[src/rtl/sps_pkg.sv]
// Shared constants and types for the path selector stage.
// Assumes 32-bit or wider stream words; metadata layout is fixed here.
package sps_pkg;
    localparam int PATH_LSB = 0;
    localparam int PATH_W   = 8;
    localparam int ACT_BIT  = 8;
    localparam int FID_LSB  = 12;
    localparam int USR_LSB  = 16;
    localparam int USR_W    = 8;

    localparam logic [7:0]  PROTO_TCP = 8'd6;
    localparam logic [15:0] WEB_PORT  = 16'd80;
    localparam logic [31:0] WORD_GET  = 32'h4745_5420;
    localparam logic [31:0] WORD_POST = 32'h504F_5354;
    localparam logic [7:0]  USR_GET   = 8'd1;
    localparam logic [7:0]  USR_POST  = 8'd2;

    typedef enum logic [1:0] {
        ST_IDLE    = 2'd0,
        ST_BYP     = 2'd1,
        ST_COLLECT = 2'd2,
        ST_DRAIN   = 2'd3
    } stage_state_t;
endpackage

[src/rtl/sps_rule_table.sv]
// Per-flow verdict table indexed by flow identifier.
// Each entry holds a valid and a deny flag; lookup is combinational.
// Assumes at most one write per cycle; reset invalidates every entry.
module sps_rule_table #(
    parameter int ENTRIES = 16,
    localparam int IDX_W = $clog2(ENTRIES)
) (
    input  logic             clk,
    input  logic             rst_n,
    input  logic             wr_en,
    input  logic [IDX_W-1:0] wr_idx,
    input  logic             wr_valid,
    input  logic             wr_deny,
    input  logic [IDX_W-1:0] rd_idx,
    output logic             rd_deny
);
    logic [ENTRIES-1:0] valid_q;
    logic [ENTRIES-1:0] deny_q;

    // Entry update from the configuration port.
    always_ff @(posedge clk) begin
        if (!rst_n) begin
            valid_q <= '0;
            deny_q  <= '0;
        end else if (wr_en) begin
            valid_q[wr_idx] <= wr_valid;
            deny_q[wr_idx]  <= wr_deny;
        end
    end

    // Deny only when the addressed entry is valid and marked deny.
    assign rd_deny = valid_q[rd_idx] & deny_q[rd_idx];
endmodule

[src/rtl/sps_inspect.sv]
// Inspection stub: notes TCP port-80 traffic from the header word and
// classifies the first payload word as a GET or POST request.
// Assumes packet word 1 is the header summary and word 2 the payload start.
module sps_inspect #(
    parameter int DATA_W = 32,
    parameter int CNT_W  = 6
) (
    input  logic              clk,
    input  logic              rst_n,
    input  logic              clear,
    input  logic              beat_en,
    input  logic [CNT_W-1:0]  beat_idx,
    input  logic [DATA_W-1:0] beat_data,
    output logic              user_hit,
    output logic [7:0]        user_code
);
    import sps_pkg::*;

    logic       web_q;
    logic       hit_q;
    logic [7:0] code_q;

    // Track header match, then latch the request kind from the payload.
    always_ff @(posedge clk) begin
        if (!rst_n || clear) begin
            web_q  <= 1'b0;
            hit_q  <= 1'b0;
            code_q <= '0;
        end else if (beat_en) begin
            if (beat_idx == CNT_W'(1)) begin
                web_q <= (beat_data[7:0] == PROTO_TCP) &&
                         (beat_data[31:16] == WEB_PORT);
            end else if (beat_idx == CNT_W'(2) && web_q) begin
                if (beat_data[31:0] == WORD_GET) begin
                    hit_q  <= 1'b1;
                    code_q <= USR_GET;
                end else if (beat_data[31:0] == WORD_POST) begin
                    hit_q  <= 1'b1;
                    code_q <= USR_POST;
                end
            end
        end
    end

    assign user_hit  = hit_q;
    assign user_code = code_q;
endmodule

[src/rtl/sps_pkt_buf.sv]
// Packet store: one write port, one asynchronous read port.
// Assumes the caller never writes past DEPTH words per packet.
module sps_pkt_buf #(
    parameter int DATA_W = 32,
    parameter int DEPTH  = 32,
    localparam int AW = $clog2(DEPTH)
) (
    input  logic              clk,
    input  logic              wr_en,
    input  logic [AW-1:0]     wr_addr,
    input  logic [DATA_W-1:0] wr_data,
    input  logic [AW-1:0]     rd_addr,
    output logic [DATA_W-1:0] rd_data
);
    logic [DATA_W-1:0] mem [DEPTH];

    // Store one word per accepted beat.
    always_ff @(posedge clk) begin
        if (wr_en) mem[wr_addr] <= wr_data;
    end

    assign rd_data = mem[rd_addr];
endmodule

[src/rtl/sec_path_stage.sv]
// Path selector stage of a hardware security chain.
// Packets whose path mask lacks OWN_ID pass through one register.
// Others are buffered whole, judged by the rule table and inspection stub,
// then released with a rewritten metadata word; packet words are untouched.
// Assumes packets on the processing route hold at most DEPTH words.
module sec_path_stage #(
    parameter int DATA_W = 32,
    parameter int OWN_ID = 2,
    parameter int RULES  = 16,
    parameter int DEPTH  = 32,
    localparam int FID_W = $clog2(RULES)
) (
    input  logic              clk,
    input  logic              rst_n,
    input  logic              in_valid,
    output logic              in_ready,
    input  logic [DATA_W-1:0] in_data,
    input  logic              in_last,
    output logic              out_valid,
    input  logic              out_ready,
    output logic [DATA_W-1:0] out_data,
    output logic              out_last,
    input  logic              cfg_we,
    input  logic [FID_W-1:0]  cfg_fid,
    input  logic              cfg_valid,
    input  logic              cfg_deny
);
    import sps_pkg::*;

    localparam int AW    = $clog2(DEPTH);
    localparam int CNT_W = $clog2(DEPTH + 1);

    stage_state_t      st_q;
    logic              byp_v_q, byp_last_q;
    logic [DATA_W-1:0] byp_data_q;
    logic [DATA_W-1:0] meta_q, new_meta, buf_rd;
    logic              deny_q, rule_deny;
    logic [CNT_W-1:0]  wr_cnt_q, rd_q;
    logic              in_fire, out_fire, own_hit, byp_load, buf_we;
    logic              user_hit;
    logic [7:0]        user_code;
    logic [AW-1:0]     buf_waddr;

    assign in_fire  = in_valid & in_ready;
    assign out_fire = out_valid & out_ready;
    assign own_hit  = in_data[PATH_LSB + OWN_ID];

    // Input acceptance per state.
    always_comb begin
        case (st_q)
            ST_IDLE:    in_ready = !byp_v_q;
            ST_BYP:     in_ready = !byp_v_q || out_ready;
            ST_COLLECT: in_ready = 1'b1;
            default:    in_ready = 1'b0;
        endcase
    end

    assign byp_load  = in_fire && ((st_q == ST_IDLE && !own_hit) || st_q == ST_BYP);
    assign buf_we    = in_fire && ((st_q == ST_IDLE && own_hit) || st_q == ST_COLLECT);
    assign buf_waddr = (st_q == ST_IDLE) ? '0 : wr_cnt_q[AW-1:0];

    // Bypass register: one-cycle pass-through of foreign packets.
    always_ff @(posedge clk) begin
        if (!rst_n) begin
            byp_v_q    <= 1'b0;
            byp_last_q <= 1'b0;
            byp_data_q <= '0;
        end else if (byp_load) begin
            byp_v_q    <= 1'b1;
            byp_last_q <= in_last;
            byp_data_q <= in_data;
        end else if (out_ready) begin
            byp_v_q <= 1'b0;
        end
    end

    // Route selection, collection count and drain pointer.
    always_ff @(posedge clk) begin
        if (!rst_n) begin
            st_q     <= ST_IDLE;
            meta_q   <= '0;
            deny_q   <= 1'b0;
            wr_cnt_q <= '0;
            rd_q     <= '0;
        end else begin
            case (st_q)
                ST_IDLE: if (in_fire) begin
                    if (own_hit) begin
                        meta_q   <= in_data;
                        deny_q   <= rule_deny;
                        wr_cnt_q <= CNT_W'(1);
                        rd_q     <= '0;
                        st_q     <= in_last ? ST_DRAIN : ST_COLLECT;
                    end else begin
                        st_q <= in_last ? ST_IDLE : ST_BYP;
                    end
                end
                ST_BYP: if (in_fire && in_last) st_q <= ST_IDLE;
                ST_COLLECT: if (in_fire) begin
                    wr_cnt_q <= wr_cnt_q + CNT_W'(1);
                    if (in_last) st_q <= ST_DRAIN;
                end
                default: if (out_fire) begin
                    rd_q <= rd_q + CNT_W'(1);
                    if (out_last) st_q <= ST_IDLE;
                end
            endcase
        end
    end

    sps_rule_table #(.ENTRIES(RULES)) u_rules (
        .clk(clk), .rst_n(rst_n),
        .wr_en(cfg_we), .wr_idx(cfg_fid), .wr_valid(cfg_valid), .wr_deny(cfg_deny),
        .rd_idx(in_data[FID_LSB +: FID_W]), .rd_deny(rule_deny)
    );

    sps_inspect #(.DATA_W(DATA_W), .CNT_W(CNT_W)) u_insp (
        .clk(clk), .rst_n(rst_n),
        .clear(in_fire && st_q == ST_IDLE),
        .beat_en(in_fire && st_q == ST_COLLECT),
        .beat_idx(wr_cnt_q), .beat_data(in_data),
        .user_hit(user_hit), .user_code(user_code)
    );

    sps_pkt_buf #(.DATA_W(DATA_W), .DEPTH(DEPTH)) u_buf (
        .clk(clk), .wr_en(buf_we), .wr_addr(buf_waddr), .wr_data(in_data),
        .rd_addr(rd_q[AW-1:0]), .rd_data(buf_rd)
    );

    // Metadata rewrite from the verdict and inspection result.
    always_comb begin
        new_meta = meta_q;
        if (deny_q) begin
            new_meta[PATH_LSB +: PATH_W] = '0;
            new_meta[ACT_BIT]            = 1'b1;
        end else begin
            new_meta[PATH_LSB + OWN_ID] = 1'b0;
        end
        if (user_hit) new_meta[USR_LSB +: USR_W] = user_code;
    end

    // Output mux between drain and bypass routes.
    always_comb begin
        if (st_q == ST_DRAIN) begin
            out_valid = 1'b1;
            out_data  = (rd_q == '0) ? new_meta : buf_rd;
            out_last  = (rd_q == wr_cnt_q - CNT_W'(1));
        end else begin
            out_valid = byp_v_q;
            out_data  = byp_data_q;
            out_last  = byp_last_q;
        end
    end
endmodule

[config.mk]
export PLATFORM = sky130hd
export DESIGN_NAME = sec_path_stage
export DESIGN_NICKNAME = d
export VERILOG_FILES = /design/src/rtl/sps_pkg.sv /design/src/rtl/sps_rule_table.sv /design/src/rtl/sps_inspect.sv /design/src/rtl/sps_pkt_buf.sv /design/src/rtl/sec_path_stage.sv
export SDC_FILE = /design/constraint.sdc
export NUM_CORES = 1
export LEC_CHECK = 0
export CAP_MARGIN = 10
export CORE_AREA = 2 2 357 359
export DETAILED_ROUTE_END_ITERATION = 10
export DIE_AREA = 0 0 359 361
export PLACE_DENSITY = 0.53
export SYNTH_ARGS = -nofsm -noshare
export SYNTH_HDL_FRONTEND = slang
export SYNTH_HIERARCHICAL = 1
export SYNTH_SLANG_ARGS = --single-unit
[constraint.sdc]
create_clock -name clk -period 5.6 [get_ports clk]
set_clock_uncertainty 0.15 [all_clocks]
set_input_delay 0.84 -clock clk [delete_from_list [all_inputs] [get_ports clk]]
set_output_delay 0.84 -clock clk [all_outputs]
set_load 0.02 [all_outputs]
==> metrics.md <==
| Metric | Value |
|---|---|
| CTS Buf Count | `114` |
| Final slew viol count | `0` |
| EDFF count, synth | `1,024` |
| Crit path max fanout | `57` |
| Clk_lat worst skew | `0.71 ns` |
| Syn Area/Cell | `about 15 um2` |
| Hold Buf Count CTS | `0` |
| Status | `complete, no violations` |
| Clock Power Share | `0.391` |
| Largest net degree at the start of global routing | `108` |
| Crit end category | `primary output` |
| Synth cell types | `76` |
| First-pass GRT wire length | `186,000 um` |
| Complex-gate fraction of the synthesized area | `0.0712` |
| Share of layout cells above drive strength 1 | `0.112` |
| H-tree depth | `3` |
| Area delta synth->final | `15.5%` |
| Setup CP Type | `flop to primary output` |
| Post-Route Setup TNS | `0 ns` |
| Initial antenna violation count | `6` |
| Post-layout nets | `3,219` |
| # setup viols final | `0` |
| Achievable Freq | `about 0.18 GHz` |
| Die W | `359 um` |
| Switch share | `0.242` |
| Total track usage | `0.196` |
| Largest cells by area after synthesis | `edfxtp_1 67%, mux2i_1 12%, dfxtp_1 5.0%, nand2_1 2.5%, a22oi_1 1.6%` |
| Synthesized area | `between 40,000 and 50,000 um2` |
| Number of global-route vias before repair | `26,700` |
| Combinational share of power | `0.099` |
| Flop pwr share | `0.510` |
| Hold Fails Final Rpt | `0` |
| Cell with the most instances after synthesis | `edfxtp_1` |
| DP Worst Slack | `0.976 ns` |
| FFs w/ async S/R, synth | `0` |
| Core area | `125,000 um2` |
| Fin crit share | `0.978` |
| Main combinational cell family by area after synthesis | `multiplexers` |
| Clk slew on worst S/H paths | `0.06 ns` |
| Register area share after synthesis | `0.716` |
| Min-Delay Path Class | `flop to flop` |
| # DRC | `0` |
| Sinks on the clock net | `between 1,000 and 1,500` |
| Hold WS | `0.298 ns` |
| Root Buffer | `clkbuf_16` |
| WP data arrival | `between 4 and 5 ns` |
| #FFs+latches synth | `1,140` |
| Pint | `14,100 uW` |
| Die Y | `361 um` |
| Post-synthesis simple-gate area fraction | `0.0679` |
| Post-synthesis xor/xnor area fraction | `0.00171` |
| Post-CTS sizing | `0` |
| CP Launch Type | `flop` |
| Setup bufs post-CTS | `0` |
| Pre-antenna DRT Iters | `5` |
| RSZ-0062 raised after global routing | `no` |
| Top cell type's share of synthesized area | `0.666` |
| Final WS setup | `between 0.1 and 0.15 ns` |
| Critical Path RT | `4.61 ns` |
| Min Tclk post-route | `5.48 ns` |
| Yosys warns | `6` |
| Detailed-route via count | `27,000` |
| Worst IR Drop VDD | `a little over 0.0003 V` |
| Antenna Violating Nets Remaining | `0` |
| Psw | `~4500 uW` |
| Synth top cells by count | `1,024 x edfxtp_1, 534 x mux2i_1, 304 x nand2_1` |
| CTS tree | `built` |
| Routed wire per std cell | `26.5 um` |
| Slew @ Worst Pin | `1.07 ns` |
| Number of cell rows | `130` |
| Post-DP HPWL | `77,400 um` |
| Bufs on Longest Clock Path | `3` |
| Final Wtd Congestion | `0.816` |
| Remaining Overflow, GRT | `0` |
| Wire length after detailed routing | `around 130,000 um` |
| Mux contribution to synthesized area | `0.118` |
| Syn Inst Count | `a little over 3,000` |
| Starting density of the core | `0.368` |
| Die area | `around 130,000 um2` |
| Slew headroom | `0.286` |
| Main synth FF type | `edfxtp_1` |
| Max cap viols | `0` |
| LEAKAGE | `around 0.016 uW` |
| Synth area leader | `edfxtp_1` |
| IO Count | `79` |
| DR vias/cell | `5.49` |
| Synth Area in Adders | `0.00217` |
| Final Power | `18,600 uW` |
| DR iter-0 viols | `2,663` |
| Port buffer count | `78` |
| Pwr dens | `349 nW/um2` |
## state kept, by name (all words and copies together), names as in the netlist, 2 cells and up
register and flops:
wr_cnt_q 6, meta_q 31, u_buf/mem 1024, u_insp/user_code 2, st_q 2, u_rules/deny_q 16
rd_q 6, byp_data_q 32, u_rules/valid_q 16
## through the flow
stage / cells / utilization / cell area, um2
floorplan: 3037 / - / 46200
global placement: 4701 / 0.397 / 49800
detailed placement: 4701 / 0.397 / 49800
CTS: 4915 / 0.425 / 53300
global route: 4915 / 0.425 / 53300
finish: 4916 / 0.425 / 53300
## cells by family (layout without fill, tap and decap cells)
group           count (synthesis)  in the layout
flops                        1140           1140
simple gates                  653            653
mux                           542            542
compound gates                481            481
buf+inv                       198            426
xor+xnor                        9              9
fa+ha+maj                       8              8
other cells                     1              7
## cells in the final DEF, fill, tap and decap left out, types with 8 or more instances in the layout
| cell | n |
|---|---|
| clkbuf_1 | 24 |
| o21ai_0 | 33 |
| nor2b_1 | 23 |
| a21boi_0 | 53 |
| nor2_1 | 48 |
| buf_4 | 80 |
| mux2i_1 | 534 |
| clkinv_1 | 28 |
| mux2_2 | 8 |
| a22oi_1 | 96 |
| nand4_1 | 13 |
| clkbuf_16 | 116 |
| a22o_1 | 64 |
| a31oi_1 | 48 |
| buf_12 | 43 |
| a21oi_1 | 121 |
| inv_1 | 11 |
| nor2_4 | 33 |
| nand3_1 | 105 |
| dfxtp_1 | 115 |
| nand2b_1 | 14 |
| a21boi_1 | 35 |
| clkinv_2 | 24 |
| clkdlybuf4s50_1 | 75 |
| nand3b_1 | 11 |
| nand2_1 | 302 |
| edfxtp_1 | 1024 |
| nor3_1 | 36 |
## worst max-delay path, cell delays in order (launching register included)
cell and delay (ns):
dfxtp_1 0.67, and2_4 0.69, buf_12 0.41, a21oi_1 0.18
a31oi_1 0.42, nand3_1 0.29, nand2_1 0.16, a31oi_1 0.24
clkdlybuf4s50_1 0.66
## worst paths after layout
check / start / end / slack (ns) / cells past startpoint
setup reg to reg: st_q[0] / u_buf/mem[0][23] / 1.37 / 8
hold reg to reg: meta_q[6] / meta_q[6] / 0.30 / 2
setup / recovery: rd_q[2] / out_data[24] / 0.12 / 8
hold / removal: meta_q[6] / meta_q[6] / 0.30 / 2
## power by group through the flow
stage          Sequential [uW]  Clock (uW)  Combinational (uW)
2_1_floorplan             9660           0                1030
3_3_place_gp              9670           0                1810
3_5_place_dp              9680           0                1840
4_1_cts                   9490        7420                1850
5_1_grt                   9510        7760                1970
6_report                  9490        7270                1850
## layer usage
metal | up-vias | share of wire | wire [um] | GRT usage
met5 | - | 0.000054 | 7 | 0
met3 | 186 | 0.072 | 9320 | 0.0415
met2 | 949 | 0.47 | 61400 | 0.316
met4 | 2 | 0.023 | 2970 | 0.0534
li1 | 11900 | - | - | -
met1 | 14000 | 0.43 | 56400 | 0.268
## cell type report
class / instances / area, um2
fillers: 11200 / 72100
flip-flops and latches: 1140 / 33100
multi-input cells: 1699 / 12400
clock buffers: 144 / 3050
repair buffers: 201 / 2230
well taps: 1650 / 2060
clock inverters: 70 / 517
inverters: 11 / 41.3
diodes: 1 / 2.50
No activity file was read; power rests on OpenSTA's default activity.
